File: src/rtl/ecc_bypass_pkg.sv
package ecc_bypass_pkg;

  typedef enum logic [1:0] {
    DEC_CLEAN = 2'd0,
    DEC_FIXED = 2'd1,
    DEC_FATAL = 2'd2
  } dec_kind_e;

  function automatic bit is_pow2(input int p);
    return (p != 0) && ((p & (p - 1)) == 0);
  endfunction

  // Number of Hamming check bits (excluding overall parity) for dw data bits.
  function automatic int ham_bits(input int dw);
    int r;
    r = 1;
    while ((1 << r) < dw + r + 1) r++;
    return r;
  endfunction

  // Code position (1-based) of data bit j: j-th non-power-of-two position.
  function automatic int data_pos(input int j);
    int cnt;
    int res;
    cnt = 0;
    res = 0;
    for (int p = 3; p < j + 64; p++) begin
      if (!is_pow2(p)) begin
        if (cnt == j && res == 0) res = p;
        cnt++;
      end
    end
    return res;
  endfunction

endpackage

File: src/rtl/ecc_bypass_enc.sv
module ecc_bypass_enc #(
  parameter int DATA_W = 32,
  localparam int HAM_W = ecc_bypass_pkg::ham_bits(DATA_W),
  localparam int CHK_W = HAM_W + 1
) (
  input  logic [DATA_W-1:0] data_i,
  output logic [CHK_W-1:0]  chk_o
);

  logic [HAM_W-1:0] ham;

  for (genvar i = 0; i < HAM_W; i++) begin : g_chk
    logic [DATA_W-1:0] sel;
    for (genvar j = 0; j < DATA_W; j++) begin : g_sel
      localparam int POS = ecc_bypass_pkg::data_pos(j);
      if (((POS >> i) & 1) == 1) begin : g_on
        assign sel[j] = data_i[j];
      end else begin : g_off
        assign sel[j] = 1'b0;
      end
    end
    assign ham[i] = ^sel;
  end

  assign chk_o = {(^data_i) ^ (^ham), ham};

endmodule

File: src/rtl/ecc_bypass_dec.sv
module ecc_bypass_dec #(
  parameter int DATA_W = 32,
  localparam int HAM_W = ecc_bypass_pkg::ham_bits(DATA_W),
  localparam int CHK_W = HAM_W + 1
) (
  input  logic [DATA_W-1:0]             data_i,
  input  logic [CHK_W-1:0]              chk_i,
  output logic [DATA_W-1:0]             data_o,
  output ecc_bypass_pkg::dec_kind_e     kind_o
);
  import ecc_bypass_pkg::*;

  logic [CHK_W-1:0]  recomp;
  logic [HAM_W-1:0]  syn;
  logic              odd;
  logic [DATA_W-1:0] flip;
  logic              syn_pow2;

  ecc_bypass_enc #(.DATA_W(DATA_W)) i_enc (
    .data_i (data_i),
    .chk_o  (recomp)
  );

  assign syn = recomp[HAM_W-1:0] ^ chk_i[HAM_W-1:0];
  assign odd = (^data_i) ^ (^chk_i);
  assign syn_pow2 = (syn != '0) && ((syn & (syn - HAM_W'(1))) == '0);

  for (genvar j = 0; j < DATA_W; j++) begin : g_flip
    localparam int POS = data_pos(j);
    assign flip[j] = (syn == HAM_W'(POS));
  end

  always_comb begin
    data_o = data_i;
    kind_o = DEC_CLEAN;
    if (odd) begin
      // odd overall parity: one flip, unless the position is off the code
      if (syn == '0 || syn_pow2) begin
        kind_o = DEC_FIXED;
      end else if (|flip) begin
        kind_o = DEC_FIXED;
        data_o = data_i ^ flip;
      end else begin
        kind_o = DEC_FATAL;
      end
    end else if (syn != '0) begin
      kind_o = DEC_FATAL;
    end
  end

endmodule

File: src/rtl/ecc_bypass_store.sv
module ecc_bypass_store #(
  parameter int DATA_W = 32,
  parameter int CHK_W  = 7,
  parameter int DEPTH  = 16,
  localparam int ADDR_W = $clog2(DEPTH),
  localparam int LANES  = DATA_W / 8,
  localparam int CODE_W = DATA_W + CHK_W
) (
  input  logic              clk_i,
  input  logic              rst_ni,
  input  logic              wr_en_i,
  input  logic              wr_full_i,
  input  logic [ADDR_W-1:0] wr_addr_i,
  input  logic [LANES-1:0]  wr_lane_i,
  input  logic [DATA_W-1:0] wr_data_i,
  input  logic [CHK_W-1:0]  wr_chk_i,
  input  logic              inj_en_i,
  input  logic [ADDR_W-1:0] inj_addr_i,
  input  logic [CODE_W-1:0] inj_mask_i,
  input  logic              rd_en_i,
  input  logic [ADDR_W-1:0] rd_addr_i,
  output logic              rd_fire_o,
  output logic              rd_prot_o,
  output logic [DATA_W-1:0] rd_data_o,
  output logic [CHK_W-1:0]  rd_chk_o
);

  logic [DEPTH-1:0][DATA_W-1:0] data_all;
  logic [DEPTH-1:0][CHK_W-1:0]  chk_all;
  logic [DEPTH-1:0]             prot_all;

  for (genvar a = 0; a < DEPTH; a++) begin : g_word
    logic              hit_w;
    logic              hit_i;
    logic [DATA_W-1:0] data_q, data_d;
    logic [CHK_W-1:0]  chk_q, chk_d;
    logic              prot_q;

    assign hit_w = wr_en_i && (wr_addr_i == ADDR_W'(a));
    assign hit_i = inj_en_i && (inj_addr_i == ADDR_W'(a));

    always_comb begin
      data_d = data_q;
      chk_d  = chk_q;
      if (hit_w) begin
        for (int l = 0; l < LANES; l++) begin
          if (wr_lane_i[l]) data_d[l*8 +: 8] = wr_data_i[l*8 +: 8];
        end
        if (wr_full_i) chk_d = wr_chk_i;
      end
      // injection lands on top of a same-cycle write
      if (hit_i) begin
        data_d = data_d ^ inj_mask_i[DATA_W-1:0];
        chk_d  = chk_d ^ inj_mask_i[CODE_W-1:DATA_W];
      end
    end

    always_ff @(posedge clk_i) begin
      data_q <= data_d;
      chk_q  <= chk_d;
    end

    always_ff @(posedge clk_i or negedge rst_ni) begin
      if (!rst_ni)    prot_q <= 1'b0;
      else if (hit_w) prot_q <= wr_full_i;
    end

    assign data_all[a] = data_q;
    assign chk_all[a]  = chk_q;
    assign prot_all[a] = prot_q;
  end

  always_ff @(posedge clk_i or negedge rst_ni) begin
    if (!rst_ni) begin
      rd_fire_o <= 1'b0;
      rd_prot_o <= 1'b0;
      rd_data_o <= '0;
      rd_chk_o  <= '0;
    end else begin
      rd_fire_o <= rd_en_i;
      if (rd_en_i) begin
        rd_prot_o <= prot_all[rd_addr_i];
        rd_data_o <= data_all[rd_addr_i];
        rd_chk_o  <= chk_all[rd_addr_i];
      end
    end
  end

endmodule

File: src/rtl/ecc_bypass_mem.sv
module ecc_bypass_mem #(
  parameter int BEAT_W = 16,
  parameter int DEPTH  = 16,
  localparam int DATA_W = 2 * BEAT_W,
  localparam int LANES  = DATA_W / 8,
  localparam int ADDR_W = $clog2(DEPTH),
  localparam int HAM_W  = ecc_bypass_pkg::ham_bits(DATA_W),
  localparam int CHK_W  = HAM_W + 1,
  localparam int CODE_W = DATA_W + CHK_W
) (
  input  logic              clk_i,
  input  logic              rst_ni,
  input  logic              wr_en_i,
  input  logic [ADDR_W-1:0] wr_addr_i,
  input  logic [LANES-1:0]  wr_be_ni,
  input  logic [DATA_W-1:0] wr_data_i,
  input  logic              rd_en_i,
  input  logic [ADDR_W-1:0] rd_addr_i,
  input  logic              inj_en_i,
  input  logic [ADDR_W-1:0] inj_addr_i,
  input  logic [CODE_W-1:0] inj_mask_i,
  output logic              rd_valid_o,
  output logic [DATA_W-1:0] rd_data_o,
  output logic              corr_o,
  output logic              uncorr_o
);
  import ecc_bypass_pkg::*;

  logic [LANES-1:0]  lane_on;
  logic              wr_any, wr_full;
  logic [CHK_W-1:0]  enc_chk;
  logic              st_fire, st_prot;
  logic [DATA_W-1:0] st_data, dec_data;
  logic [CHK_W-1:0]  st_chk;
  dec_kind_e         dec_kind;

  assign lane_on = ~wr_be_ni;
  assign wr_any  = wr_en_i && (|lane_on);
  assign wr_full = wr_en_i && (&lane_on);

  ecc_bypass_enc #(.DATA_W(DATA_W)) i_enc (
    .data_i (wr_data_i),
    .chk_o  (enc_chk)
  );

  ecc_bypass_store #(
    .DATA_W (DATA_W),
    .CHK_W  (CHK_W),
    .DEPTH  (DEPTH)
  ) i_store (
    .clk_i      (clk_i),
    .rst_ni     (rst_ni),
    .wr_en_i    (wr_any),
    .wr_full_i  (wr_full),
    .wr_addr_i  (wr_addr_i),
    .wr_lane_i  (lane_on),
    .wr_data_i  (wr_data_i),
    .wr_chk_i   (enc_chk),
    .inj_en_i   (inj_en_i),
    .inj_addr_i (inj_addr_i),
    .inj_mask_i (inj_mask_i),
    .rd_en_i    (rd_en_i),
    .rd_addr_i  (rd_addr_i),
    .rd_fire_o  (st_fire),
    .rd_prot_o  (st_prot),
    .rd_data_o  (st_data),
    .rd_chk_o   (st_chk)
  );

  ecc_bypass_dec #(.DATA_W(DATA_W)) i_dec (
    .data_i (st_data),
    .chk_i  (st_chk),
    .data_o (dec_data),
    .kind_o (dec_kind)
  );

  always_ff @(posedge clk_i or negedge rst_ni) begin
    if (!rst_ni) begin
      rd_valid_o <= 1'b0;
      rd_data_o  <= '0;
      corr_o     <= 1'b0;
      uncorr_o   <= 1'b0;
    end else begin
      rd_valid_o <= st_fire;
      corr_o     <= st_fire && st_prot && (dec_kind == DEC_FIXED);
      uncorr_o   <= st_fire && st_prot && (dec_kind == DEC_FATAL);
      if (st_fire) rd_data_o <= st_prot ? dec_data : st_data;
    end
  end

endmodule

File: config.mk
export PLATFORM = sky130hd
export DESIGN_NAME = ecc_bypass_mem
export DESIGN_NICKNAME = d
export VERILOG_FILES = /design/src/rtl/ecc_bypass_pkg.sv /design/src/rtl/ecc_bypass_enc.sv /design/src/rtl/ecc_bypass_dec.sv /design/src/rtl/ecc_bypass_store.sv /design/src/rtl/ecc_bypass_mem.sv
export SDC_FILE = /design/constraint.sdc
export NUM_CORES = 2
export LEC_CHECK = 0
export CORE_UTILIZATION = 67
export CTS_BUF_LIST = sky130_fd_sc_hd__clkbuf_4 sky130_fd_sc_hd__clkbuf_8 sky130_fd_sc_hd__clkbuf_16
export DETAILED_ROUTE_END_ITERATION = 8
export MAX_ROUTING_LAYER = met4
export PLACE_DENSITY_LB_ADDON = 0.3
export SYNTH_ARGS = -nofsm -noshare
export SYNTH_HDL_FRONTEND = slang
export SYNTH_SLANG_ARGS = --single-unit
File: constraint.sdc
create_clock -name clk_i -period 6.7 [get_ports clk_i]
set_input_delay 0.67 -clock clk_i [delete_from_list [all_inputs] [get_ports clk_i]]
set_output_delay 0.67 -clock clk_i [all_outputs]
set_load 0.005 [all_outputs]
==> impl_metrics.ini <==
[status]
status = finished with violations
violations = DRC

[placed_design]
dp_hpwl_um = 69270
gp_congestion = 0.9193
portBuffers = 126

[synth]
synth.avg_cell_area_um2 = 10.22
synthCells = 3715
synthFlopType = dfxtp_1
netlist_area_um2 = 37960
ys_seq_elements = 716
synth_edf_count = 0
yosys_warnings = 0
synth_nets = 3807
async_flop_share_pct = 12.85
synth_seq_area_share_pct = 38.97
synth_cell_type_count = 48

[critical_path]
critical_path_class = input port to register
critical_path_buf_inv_count = 1
cp_cell_sequence = clkdlybuf4s50_1 -> nand4_1 -> nand2_1 -> nor3_1 -> nand3_1 -> nor2_1 -> mux2i_1 -> xor2_1
worst-path-stages = 8
critPathMaxStageDelay_ns = 1.10
critPathLaunchType = input port
r2r_slack_ns = 3.05
end_kind = register
crit_arrival_ns = 4.83
reg2reg_depth = 9
slowest_stage = nor2_1
timing.rr.end = corr_o$_DFF_PN0_
worstPathRequired_ns = 7.25
startpoint = wr_be_ni[1]
critPathMaxFanout = 18
r2r_start = i_store.rd_data_o[25]$_DFFE_PN0P_
critical_path.top_delay_family = simple AND/OR/NAND/NOR gates

[drt]
routed_wl_um = 114300
drc = 30
vias_per_cell = 6.382
ant_nets = 0
via_count = 28760
dr.pass1.iters = 9
routedWlPerCell_um = 25.36
drt_iter0_drc = 3689

[timing]
worstMarginPinSlew_ns = 1.365
fin_crit_sh_pct = 63.81
final-max-slew-violation-count = 0
hold_violations = 0
timing.setup.tns_ns = 0
max_freq_ghz = 0.2339
setup_viol = 0
skew_ns = 0.02342
fin_crit_ns = 4.276
grt_setup_unrepaired = no
max_slew_margin_pct = 8.348

[grt]
antenna_found_initial = 13
grt_overflow = 0
track_usage_pct = 40.94
grt_first_pass_wirelength_um = 171300
grt_pass1_vias = 28940
grt_max_degree = 85

[min_path]
holdPathStages = 2
hp-start = i_store.g_word[9].prot_q$_DFFE_PN0P_
whs_endpoint = i_store.g_word[9].prot_q$_DFFE_PN0P_
hold_path.class = register to register

[clocking]
clkSlewWorstSetupHoldPaths_ns = 0.06
clk_path_buf_depth = 3
cts_tree = built
clk_latency_ns = 0.64
cts-buffers-inserted = 75
clock_sinks = 716
htree_levels = 3
clockRootBuffer = clkbuf_16

[power]
ir_worst_vdd_uv = 1017
total_power_mw = 22.48
leakage_nw = 14.12
power_density_nw_per_um2 = 532.7

[floorplan]
fp.dieH_um = 240.0
fp-row-count = 86
io_pins = 127
core_um2 = 55520
start_util_pct = 68.37
dieArea_um2 = 57620
die_w_um = 240.0

[final_layout]
final_util_pct = 75.99
area_growth_pct = 11.15
nNetsFinal = 3776
drive_gt1_share_pct = 13.34

[flow_run]
drv_cap = 0
[power breakdown]
part	internal (mW)	switching [mW]
logic	4.74	5.64
registers	6.48	1.34
clock network	2.50	1.77
total	13.7	8.75
[what timing repair did]
item	in CTS	in global routing
endpoints found under the hold margin	26	0
resized for setup	0	0
hold buffers	1	0
buffers inserted	0	0
[kinds of logic after synthesis]
logic type      after synthesis  synth area share [%]
compound gates              153                 2.086
xor+xnor                    785                 18.56
fa+ha+maj                     1               0.02966
buf+inv                     316                 3.322
flops                       716                 38.97
mux                         756                 26.66
simple gates                988                 10.38
[routing by layer]
metal | track usage, % | vias up | wire length [µm]
met5 | - | - | 0
met4 | 22.00 | 0 | 7061
met3 | 11.13 | 509 | 14030
met2 | 61.29 | 1843 | 51460
met1 | 50.44 | 14000 | 41720
li1 | - | 12400 | -
[cells in the mapped netlist, drive strengths merged (2+ instances only)]
cell      n  area share, %
nand2   787            7.8
dfxtp   624             33
xor2    563             13
mux2i   516             14
xnor2   213            5.0
mux4    200             12
clkbuf  196            2.0
buf     118            1.4
nor2    114            1.1
o21ai   113            1.5
dfrtp    92            6.1
mux2     40            1.2
nand4    39           0.64
a21oi    33           0.44
nand3    12           0.16
xnor3     9           0.54
and2      8           0.14
nor3      6          0.092
nand2b    4          0.066
or2       4          0.066
nor2b     3          0.056
o211ai    3          0.059
and3      2          0.033
nand3b    2          0.040
nor3b     2          0.066
[state kept, by name, summed over array words and instances, names as in the netlist, 7 cells and up]
| register | count |
|---|---|
| i_store.g_word.data_q | 512 |
| i_store.g_word.prot_q | 16 |
| i_store.g_word.chk_q | 112 |
| rd_data_o | 32 |
| i_store.rd_chk_o | 7 |
| i_store.rd_data_o | 32 |
[area by class of cell]
cell class,count,area [µm²]
clock buffers,119,2361
clock inverters,14,157.7
well taps,748,935.9
repair buffers,206,1868
fillers,3633,13330
flip-flops and latches,716,14800
diodes,18,45.04
multi-input cells,2683,22020
inverters,2,7.507
[tightest hold or removal path, cell delays in order (launching register included)]
cell and delay [ns]:
dfrtp_1 0.34, nand2_1 0.05, nand2_1 0.05
[layout by cell type (no fill, tap or decap), types with 2 or more instances in the layout]
master,instances
nor2b_1,2
buf_2,2
mux2_2,40
nand4_1,39
nor2_1,102
or2_2,4
xnor3_1,8
nor2_4,12
bufinv_16,2
dfrtp_1,91
buf_4,80
mux4_2,200
nand3b_1,2
mux2i_1,516
nor3_2,5
clkinv_2,4
xor2_1,562
clkdlybuf4s50_1,120
and2_1,5
nor3b_2,2
o21ai_1,14
clkbuf_4,23
dfxtp_1,624
o21ai_0,99
o211ai_1,3
clkbuf_16,77
a21oi_1,33
nand3_1,12
inv_6,7
and2_2,3
clkbuf_8,19
diode_2,18
nand2_1,787
xnor2_1,208
and3_1,2
xnor2_2,5
nand2b_1,4
[worst max path at each step]
stage | endpoint | slack [ns]
4_1_cts | i_store.g_word[12].chk_q[6]$_DFF_P_ | 2.65
5_1_grt | i_store.g_word[2].chk_q[6]$_DFF_P_ | 2.37
3_3_place_gp | i_store.g_word[0].chk_q[6]$_DFF_P_ | 2.21
2_1_floorplan | i_store.rd_prot_o$_DFFE_PN0P_ | 3.63
3_5_place_dp | i_store.g_word[0].chk_q[6]$_DFF_P_ | 2.06
6_report | i_store.g_word[3].data_q[20]$_DFF_P_ | 2.42
[stage by stage]
step	std cells	hold WS, ns	setup WS, ns	instance area (µm²)
global route	4502	0.4834	2.367	42180
detailed placement	4353	0.4599	2.061	39610
CTS	4487	0.4747	2.646	42140
floorplan	3715	0.3744	3.632	37960
finish	4506	0.4770	2.424	42190
global placement	4353	0.4548	2.212	39610
No activity file was read; power rests on OpenSTA's default activity.
